File: src/rtl/pfa_pkg.sv
`timescale 1ns/1ps
package pfa_pkg;

    // Default geometry of the aligner
    localparam int unsigned ADDR_W_DEF      = 32;
    localparam int unsigned PARCEL_W_DEF    = 16;
    localparam int unsigned BLK_PARCELS_DEF = 8;
    localparam int unsigned Q_PARCELS_DEF   = 16;
    localparam int unsigned WIN_PARCELS_DEF = 3;

    // Byte distance covered by a length code counted in parcels
    function automatic int unsigned pfa_step_bytes(input logic [1:0] parcels,
                                                   input int unsigned parcel_bytes);
        return int'(parcels) * parcel_bytes;
    endfunction

endpackage

File: src/rtl/pfa_fetch_ctl.sv
`timescale 1ns/1ps
module pfa_fetch_ctl #(
    parameter int unsigned ADDR_W      = 32,
    parameter int unsigned PARCEL_W    = 16,
    parameter int unsigned BLK_PARCELS = 8,
    parameter int unsigned Q_PARCELS   = 16,
    localparam int unsigned CNT_W      = $clog2(Q_PARCELS + 1),
    localparam int unsigned BLK_BYTES  = BLK_PARCELS * PARCEL_W / 8
) (
    input  logic              clk,
    input  logic              rst,
    input  logic              redirect,
    input  logic [ADDR_W-1:0] redirect_addr,
    input  logic [CNT_W-1:0]  occ,
    input  logic              fetch_valid,
    output logic              fetch_req,
    output logic [ADDR_W-1:0] fetch_addr,
    output logic              accept
);
    localparam logic [ADDR_W-1:0] BLK_MASK = ~ADDR_W'(BLK_BYTES - 1);
    localparam logic [CNT_W:0]    REQ_LIMIT = (CNT_W + 1)'(Q_PARCELS - BLK_PARCELS);

    logic [ADDR_W-1:0] next_blk_q;
    logic              inflight_q;
    logic [CNT_W:0]    claimed;

    // Parcels held plus parcels already promised by the block in flight
    assign claimed   = {1'b0, occ} + (inflight_q ? (CNT_W + 1)'(BLK_PARCELS) : '0);
    assign fetch_req = !redirect && (claimed <= REQ_LIMIT);
    assign fetch_addr = next_blk_q;
    assign accept    = fetch_valid && inflight_q;

    always_ff @(posedge clk) begin
        if (rst) begin
            next_blk_q <= '0;
            inflight_q <= 1'b0;
        end else if (redirect) begin
            next_blk_q <= redirect_addr & BLK_MASK;
            inflight_q <= 1'b0;
        end else begin
            inflight_q <= fetch_req;
            if (fetch_req) begin
                next_blk_q <= next_blk_q + ADDR_W'(BLK_BYTES);
            end
        end
    end

endmodule

File: src/rtl/pfa_parcel_queue.sv
`timescale 1ns/1ps
module pfa_parcel_queue #(
    parameter int unsigned PARCEL_W    = 16,
    parameter int unsigned BLK_PARCELS = 8,
    parameter int unsigned Q_PARCELS   = 16,
    parameter int unsigned WIN_PARCELS = 3,
    localparam int unsigned BLK_W      = PARCEL_W * BLK_PARCELS,
    localparam int unsigned WIN_W      = PARCEL_W * WIN_PARCELS,
    localparam int unsigned IDX_W      = $clog2(Q_PARCELS),
    localparam int unsigned CNT_W      = $clog2(Q_PARCELS + 1),
    localparam int unsigned SKIP_W     = $clog2(BLK_PARCELS)
) (
    input  logic              clk,
    input  logic              rst,
    input  logic              flush,
    input  logic [SKIP_W-1:0] flush_skip,
    input  logic              accept,
    input  logic [BLK_W-1:0]  blk,
    input  logic              take,
    input  logic [1:0]        take_len,
    output logic [CNT_W-1:0]  occ,
    output logic [WIN_W-1:0]  win,
    output logic              win_ok
);
    typedef struct packed {
        logic [IDX_W-1:0]  rd;
        logic [CNT_W-1:0]  cnt;
        logic [SKIP_W-1:0] skip;
    } qstate_t;

    qstate_t             st_q, st_n;
    logic [PARCEL_W-1:0] ring_q [Q_PARCELS];
    logic [IDX_W-1:0]    wr_idx;
    logic [CNT_W-1:0]    gain, loss;
    logic [IDX_W-1:0]    rd_gain, rd_loss;

    assign wr_idx  = st_q.rd + IDX_W'(st_q.cnt);
    assign gain    = accept ? (CNT_W'(BLK_PARCELS) - CNT_W'(st_q.skip)) : '0;
    assign loss    = take ? CNT_W'(take_len) : '0;
    assign rd_gain = accept ? IDX_W'(st_q.skip) : '0;
    assign rd_loss = take ? IDX_W'(take_len) : '0;

    always_comb begin
        st_n = st_q;
        if (flush) begin
            st_n.cnt  = '0;
            st_n.skip = flush_skip;
        end else begin
            st_n.cnt = st_q.cnt + gain - loss;
            st_n.rd  = st_q.rd + rd_gain + rd_loss;
            if (accept) begin
                st_n.skip = '0;
            end
        end
    end

    always_ff @(posedge clk) begin
        if (rst) begin
            st_q <= '0;
        end else begin
            st_q <= st_n;
        end
    end

    // Whole block lands behind the newest parcel; leading skip is dropped by moving rd
    always_ff @(posedge clk) begin
        if (accept && !flush) begin
            for (int i = 0; i < int'(BLK_PARCELS); i++) begin
                ring_q[wr_idx + IDX_W'(i)] <= blk[BLK_W - 1 - i * PARCEL_W -: PARCEL_W];
            end
        end
    end

    for (genvar w = 0; w < int'(WIN_PARCELS); w++) begin : g_win
        assign win[WIN_W - 1 - w * PARCEL_W -: PARCEL_W] = ring_q[st_q.rd + IDX_W'(w)];
    end

    assign win_ok = st_q.cnt >= CNT_W'(WIN_PARCELS);
    assign occ    = st_q.cnt;

endmodule

File: src/rtl/pfa_aligner.sv
`timescale 1ns/1ps
module pfa_aligner #(
    parameter int unsigned ADDR_W      = pfa_pkg::ADDR_W_DEF,
    parameter int unsigned PARCEL_W    = pfa_pkg::PARCEL_W_DEF,
    parameter int unsigned BLK_PARCELS = pfa_pkg::BLK_PARCELS_DEF,
    parameter int unsigned Q_PARCELS   = pfa_pkg::Q_PARCELS_DEF,
    parameter int unsigned WIN_PARCELS = pfa_pkg::WIN_PARCELS_DEF,
    localparam int unsigned FETCH_W    = PARCEL_W * BLK_PARCELS,
    localparam int unsigned WIN_W      = PARCEL_W * WIN_PARCELS,
    localparam int unsigned CNT_W      = $clog2(Q_PARCELS + 1),
    localparam int unsigned PB         = PARCEL_W / 8,
    localparam int unsigned PB_W       = $clog2(PB),
    localparam int unsigned SKIP_W     = $clog2(BLK_PARCELS),
    localparam int unsigned OFF_W      = PB_W + SKIP_W
) (
    input  logic               clk,
    input  logic               rst,
    output logic               fetch_req,
    output logic [ADDR_W-1:0]  fetch_addr,
    input  logic               fetch_valid,
    input  logic [FETCH_W-1:0] fetch_data,
    input  logic               redirect,
    input  logic [ADDR_W-1:0]  redirect_addr,
    input  logic               consume,
    input  logic [1:0]         consume_len,
    output logic               win_valid,
    output logic [ADDR_W-1:0]  win_pc,
    output logic [WIN_W-1:0]   win_data
);
    localparam logic [ADDR_W-1:0] PC_MASK = ~ADDR_W'(PB - 1);

    logic             blk_accept;
    logic [CNT_W-1:0] q_occ;
    logic             q_ok;
    logic             take;
    logic [ADDR_W-1:0] pc_q;

    assign take = consume && q_ok && !redirect;

    pfa_fetch_ctl #(
        .ADDR_W(ADDR_W), .PARCEL_W(PARCEL_W),
        .BLK_PARCELS(BLK_PARCELS), .Q_PARCELS(Q_PARCELS)
    ) u_fetch (
        .clk(clk), .rst(rst),
        .redirect(redirect), .redirect_addr(redirect_addr),
        .occ(q_occ), .fetch_valid(fetch_valid),
        .fetch_req(fetch_req), .fetch_addr(fetch_addr),
        .accept(blk_accept)
    );

    pfa_parcel_queue #(
        .PARCEL_W(PARCEL_W), .BLK_PARCELS(BLK_PARCELS),
        .Q_PARCELS(Q_PARCELS), .WIN_PARCELS(WIN_PARCELS)
    ) u_queue (
        .clk(clk), .rst(rst),
        .flush(redirect), .flush_skip(redirect_addr[OFF_W-1:PB_W]),
        .accept(blk_accept), .blk(fetch_data),
        .take(take), .take_len(consume_len),
        .occ(q_occ), .win(win_data), .win_ok(q_ok)
    );

    always_ff @(posedge clk) begin
        if (rst) begin
            pc_q <= '0;
        end else if (redirect) begin
            pc_q <= redirect_addr & PC_MASK;
        end else if (take) begin
            pc_q <= pc_q + ADDR_W'(pfa_pkg::pfa_step_bytes(consume_len, PB));
        end
    end

    assign win_valid = q_ok;
    assign win_pc    = pc_q;

endmodule

File: config.mk
export PLATFORM = sky130hd
export DESIGN_NAME = pfa_aligner
export DESIGN_NICKNAME = d
export VERILOG_FILES = /design/src/rtl/pfa_pkg.sv /design/src/rtl/pfa_fetch_ctl.sv /design/src/rtl/pfa_parcel_queue.sv /design/src/rtl/pfa_aligner.sv
export SDC_FILE = /design/constraint.sdc
export NUM_CORES = 2
export LEC_CHECK = 0
export ABC_AREA = 1
export BUFFER_PORTS_ARGS = -buffer_cell sky130_fd_sc_hd__buf_4
export CELL_PAD_IN_SITES_DETAIL_PLACEMENT = 1
export CELL_PAD_IN_SITES_GLOBAL_PLACEMENT = 2
export CORE_MARGIN = 2
export CORE_UTILIZATION = 29
export DETAILED_ROUTE_END_ITERATION = 12
export GPL_ROUTABILITY_DRIVEN = 0
export PLACE_DENSITY_LB_ADDON = 0.1
export SLEW_MARGIN = 25
export SYNTH_ARGS = -nofsm -noshare
export SYNTH_HDL_FRONTEND = slang
export SYNTH_SLANG_ARGS = --single-unit
File: constraint.sdc
create_clock -name clk -period 3.71 [get_ports clk]
set_input_delay 0.742 -clock clk [delete_from_list [all_inputs] [get_ports clk]]
set_output_delay 0.742 -clock clk [all_outputs]
set_load 0.01 [all_outputs]
# Word level (Yosys, flattened, before mapping)
# Memories as Yosys holds them, arrays and structs flattened. A register that Yosys moved wholly into a read port is not among the register bits.
# Cells that the tools add are included.
word_totals:
  register_bits: 77
  latchBits: 0
  ramBits: 256
  romBits: 0
  out_inout_bits: 114
  wordCells: 54
  mem_count: 1
classes:
  addsub: 18
  multipliers: 0
  div_mod_pow: 0
  n_lt_le_gt_ge: 2
  n_eq_ne: 0
  shifts: 0
  mux: 15
  bitwise_logic: 0
  n_reduce_logical: 10
memory_table:
  columns: ["name", "depth", "word_bits", "read_ports", "rd_ports_with_merged_regs", "write_ports", "line", "text"]
  rows:
  - ["u_queue.ring_q", 16, 16, 3, 1, 8, "pfa_parcel_queue.sv:32", "logic [PARCEL_W-1:0] ring_q [Q_PARCELS];"]
ops:
  columns: ["cell", "n"]
  rows:
  - ["32-bit two-way mux", 4]
  - ["32-bit by 3-bit adder with 32-bit output", 1]
  - ["32-bit by 5-bit adder with 32-bit output, second input constant", 1]
  - ["4-bit by 3-bit adder with 4-bit output, second input constant", 4]
  - ["4-bit by 2-bit adder with 4-bit output, second input constant", 3]
  - ["4-bit adder", 3]
  - ["4-bit two-way mux", 3]
  - ["3-bit two-way mux", 3]
  - ["4-bit by 1-bit adder with 4-bit output, second input constant", 2]
  - ["5-bit by 6-bit adder with 6-bit output", 1]
  - ["6-bit by 4-bit less-or-equal comparator with 1-bit output, second input constant", 1]
  - ["2-bit nonzero test", 3]
  - ["5-bit adder", 1]
  - ["5-bit by 2-bit greater-or-equal comparator with 1-bit output, second input constant", 1]
  - ["1-bit logical AND", 5]
  - ["5-bit two-way mux", 1]
  - ["4-bit by 3-bit subtractor with 5-bit output, first input constant", 1]
  - ["5-bit by 2-bit subtractor with 5-bit output", 1]
  - ["2-bit two-way mux", 2]
  - ["1-bit two-way mux", 2]
  - ["2-bit OR reduction", 1]
  - ["1-bit logical NOT", 1]

# Logic depth before layout (Yosys ltp)
logic_depth:
  ltp_word: 7
  depth_mapped: 23
  mapped_depth_nobuf: 21

# Cells and area by module
# A second synthesis with hierarchy kept.
unflattened:
  hier_cells: 8049
  area_unflattened_um2: 43566.8
by_module_without_submodules:
  columns: ["module", "n_inst", "cells_per_inst", "area_per_inst_um2", "seq_area_each_um2"]
  rows:
  - ["pfa_parcel_queue", 1, 7307, 39157.6, 8007.7]
  - ["pfa_aligner", 1, 392, 2318.5, 620.6]
  - ["pfa_fetch_ctl", 1, 350, 2090.8, 580.6]

# Least setup slack after synthesis
# OpenSTA, ideal clock, no wires.
synth_timing:
  path_type: "register to register"
  from: "register u_queue.st_q[8] in the netlist's numbering"
  to: "memory u_queue.ring_q[14][0] (enable)"
  setup_ps: 467
  t_arrival_ps: 3512
  required_time_ps: 3243
  setup_slack_ps: -268
  stages_incl_launch_ff: 19
  path_buffers: 2
  path_cell_list: "dfxtp_1 > ha_1 > fa_1 > nand2_1 > nand2_4 > buf_2 > inv_2 > ha_1 > inv_1 > a21oi_1 > xnor2_2 > inv_2 > nand2_2 > nor2_1 > inv_1 > buf_2 > nand2_1 > nor3_1 > o2111ai_1"
synth_lines:
  columns: ["item", "line", "text"]
  rows:
  - ["from (decl)", "pfa_parcel_queue.sv:31", "qstate_t st_q, st_n;"]
  - ["from (signal assigned)", "pfa_parcel_queue.sv:61", "st_q <= st_n;"]
  - ["to (decl)", "pfa_parcel_queue.sv:32", null]

==> flow_metrics.tcl <==
set metrics [dict create \
    clockBufferDepth 3 \
    fin_util_pct 36.86 \
    crit_path_start_kind "register" \
    synth_area_leader_cell "nand2_1" \
    cts.sinks 332 \
    viasPerCell 5.752 \
    ys_types 55 \
    hold_class "reg -> reg" \
    grt_pass1_vias 54291 \
    hold_violations 0 \
    track_usage_pct 41.35 \
    cts_hold_buf 0 \
    rsz0062_at_grt "true" \
    fin_skew_ns 0.01838 \
    clockRootBuffer "clkbuf_16" \
    overflow 0 \
    yosysTopAreaCellShare_pct 23.38 \
    drive_gt1_share_pct 16.33 \
    cp.arrival_ns 4.00 \
    grt_pass1_wl_mm 444.9 \
    dp_hpwl_mm 256.3 \
    antenna_found_initial 16 \
    drtIter0Drc 7882 \
    synth_area_leaders "nand2_1, edfxtp_1, o21ai_0" \
    synth_edf_count 256 \
    core_area_um2 147700 \
    dr_total_vias 59329 \
    setup_viol 2 \
    power_density_nw_per_um2 287.8 \
    dieArea_um2 151900 \
    post_drt_wl_per_cell_um 31.69 \
    violations "negative setup slack" \
    vdd_ir_drop_max_v 0.0002626 \
    yosysMostFrequentCell "nand2_1" \
    power_leakage_nw 25.12 \
    clk_pin_slew_ns 0.07 \
    clk_latency_ns 0.55 \
    slew-limit-headroom_pct 45.11 \
    drc 0 \
    p_total_mw 15.67 \
    yosys-top-cells-count "nand2_1, o21ai_0, inv_1" \
    fin_area_um2 54430 \
    path_class "reg -> reg" \
    cts_buffers 34 \
    die_w_um 389.7 \
    fin_ws_ns -0.03423 \
    final_nets 8554 \
    dr.pass1.iters 6 \
    hold_ws_ns 0.4842 \
    postSynth.asyncResetShare_pct 0 \
    ys.flop_type "edfxtp_1" \
    yosys_warnings 0 \
    finalCriticalPeriod_ns 3.744 \
    rows 141 \
    placed_cell_area_um2 51480 \
    die_y_um 389.7 \
    start_util_pct 29.22 \
    ant_nets 0 \
    tightest_slew_ns 0.8225 \
    cts_tree "done" \
    synth_area_um2 43140 \
    required_ns 3.97 \
    pin_count 281 \
    slew_viol_final 0 \
    grt_max_degree 106 \
    critical_path.max_fanout 12 \
    status "finished, violations left" \
    avgSynthCellArea_um2 5.392 \
    period_share_pct 100.9 \
    syn_to_final_growth_pct 26.17 \
    htreeDepth 2 \
    ys_ff_latch 332 \
    numPortBuffers 274 \
    max_freq_mhz 267.1 \
    maxCapViolCount 0 \
    worstSetupEndpointType "register" \
    syn_inst 8001 \
    drt-total-wl_mm 326.9 \
    seq_area_frac_synth_pct 21.35 \
]
## logic make-up (layout without fill, tap and decap cells)
logic type / after synthesis / count (layout) / share of synthesized area [%]
flops: 332 / 332 / 21.35
compound gates: 1921 / 1921 / 23.20
simple gates: 3745 / 3746 / 35.99
fa+ha+maj: 31 / 31 / 1.021
other cells: 1 / 11 / 0.008692
xor+xnor: 47 / 47 / 1.076
buf+inv: 1923 / 2296 / 17.33
mux: 1 / 1 / 0.02320
## registers in the layout, summed over array words and instances (netlist names), named ones only
| signal | count |
|---|---|
| win_pc | 31 |
| u_fetch.fetch_addr | 28 |
| u_queue.st_q | 7 |
| u_queue.occ | 5 |
| u_queue.ring_q | 256 |
| u_fetch.inflight_q | 1 |
## area by class of cell
type / instances / area, µm²
fill: 19737 / 93230
tap: 1930 / 2415
inverter: 1292 / 4898
timing repair buffer: 945 / 9110
multi-input combinational: 5751 / 27570
antenna: 6 / 15.01
sequential: 332 / 9223
clock buffer: 42 / 947.2
clock inverter: 17 / 254.0
## power by group
| group | switching (mW) | internal, mW | total [mW] |
|---|---|---|---|
| Clock | 1.63 | 2.25 | 3.88 |
| Combinational | 5.03 | 2.22 | 7.26 |
| Sequential | 0.271 | 4.26 | 4.53 |
| Total | 6.93 | 8.74 | 15.7 |
## layout by cell type, fill, tap and decap left out, types with 19 or more instances in the layout
cell type	instances
edfxtp_1	256
nand2_1	2560
inv_2	29
nand3_1	608
clkbuf_16	40
buf_6	19
xor2_1	32
a31oi_1	42
nand2_4	21
nor3_1	20
nor2_1	217
o211ai_1	64
nor2_2	20
nand2_2	134
inv_1	1244
dfxtp_1	71
nand3_2	51
o21ai_0	1261
buf_4	776
nor2_4	26
nand4_1	50
o221ai_1	30
a21oi_1	403
ha_1	20
buf_12	140
o21ai_1	76
## critical path: stages (launching register included)
cell     delay [ns]
dfxtp_4        0.36
ha_4           0.17
fa_2           0.56
buf_12         0.14
buf_6          0.12
nand2_4        0.07
xor2_4         0.35
inv_2          0.12
buf_12         0.18
nor3_4         0.22
buf_12         0.17
nand2_1        0.07
nand3_1        0.14
nand3_1        0.17
nand2_1        0.15
nand2_1        0.10
nand2_1        0.20
nand2_1        0.15
## path summary, 6_finish.rpt
path	to	start	slack, ns	cells past startpoint
worst max-delay path	u_queue.ring_q[8][12]	u_queue.st_q[8]	-0.03	17
worst max register to register	u_queue.ring_q[8][12]	u_queue.st_q[8]	-0.03	17
worst min register to register	u_queue.st_q[0]	u_queue.st_q[0]	0.48	2
worst min-delay path	u_queue.st_q[0]	u_queue.st_q[0]	0.48	2
## layer usage
metal | GRT usage, % | share of wire, % | routed length, µm
met1 | 56.62 | 42 | 136800
met2 | 62.65 | 42 | 137000
met3 | 5.534 | 9.0 | 29400
met4 | 22.56 | 7.2 | 23550
met5 | 0 | 0.032 | 106
## per-stage QoR
stage          setup TNS (ns)  setup WS [ns]  std cells
2_1_floorplan               0       0.006560       8005
3_3_place_gp           -4.869        -0.2746      10206
3_5_place_dp           -11.79        -0.3081      10206
4_1_cts                     0       0.001490      10280
5_1_grt                -1.770       -0.06976      10312
6_report             -0.04523       -0.03423      10315
## what timing repair did
action,in CTS,in global routing
gates resized for setup,42,294
buffers inserted,12,24
cloned,3,6
setup endpoints to repair,262,463
pin swaps,5,49
Note: power is estimated with default switching activity, not from simulation.
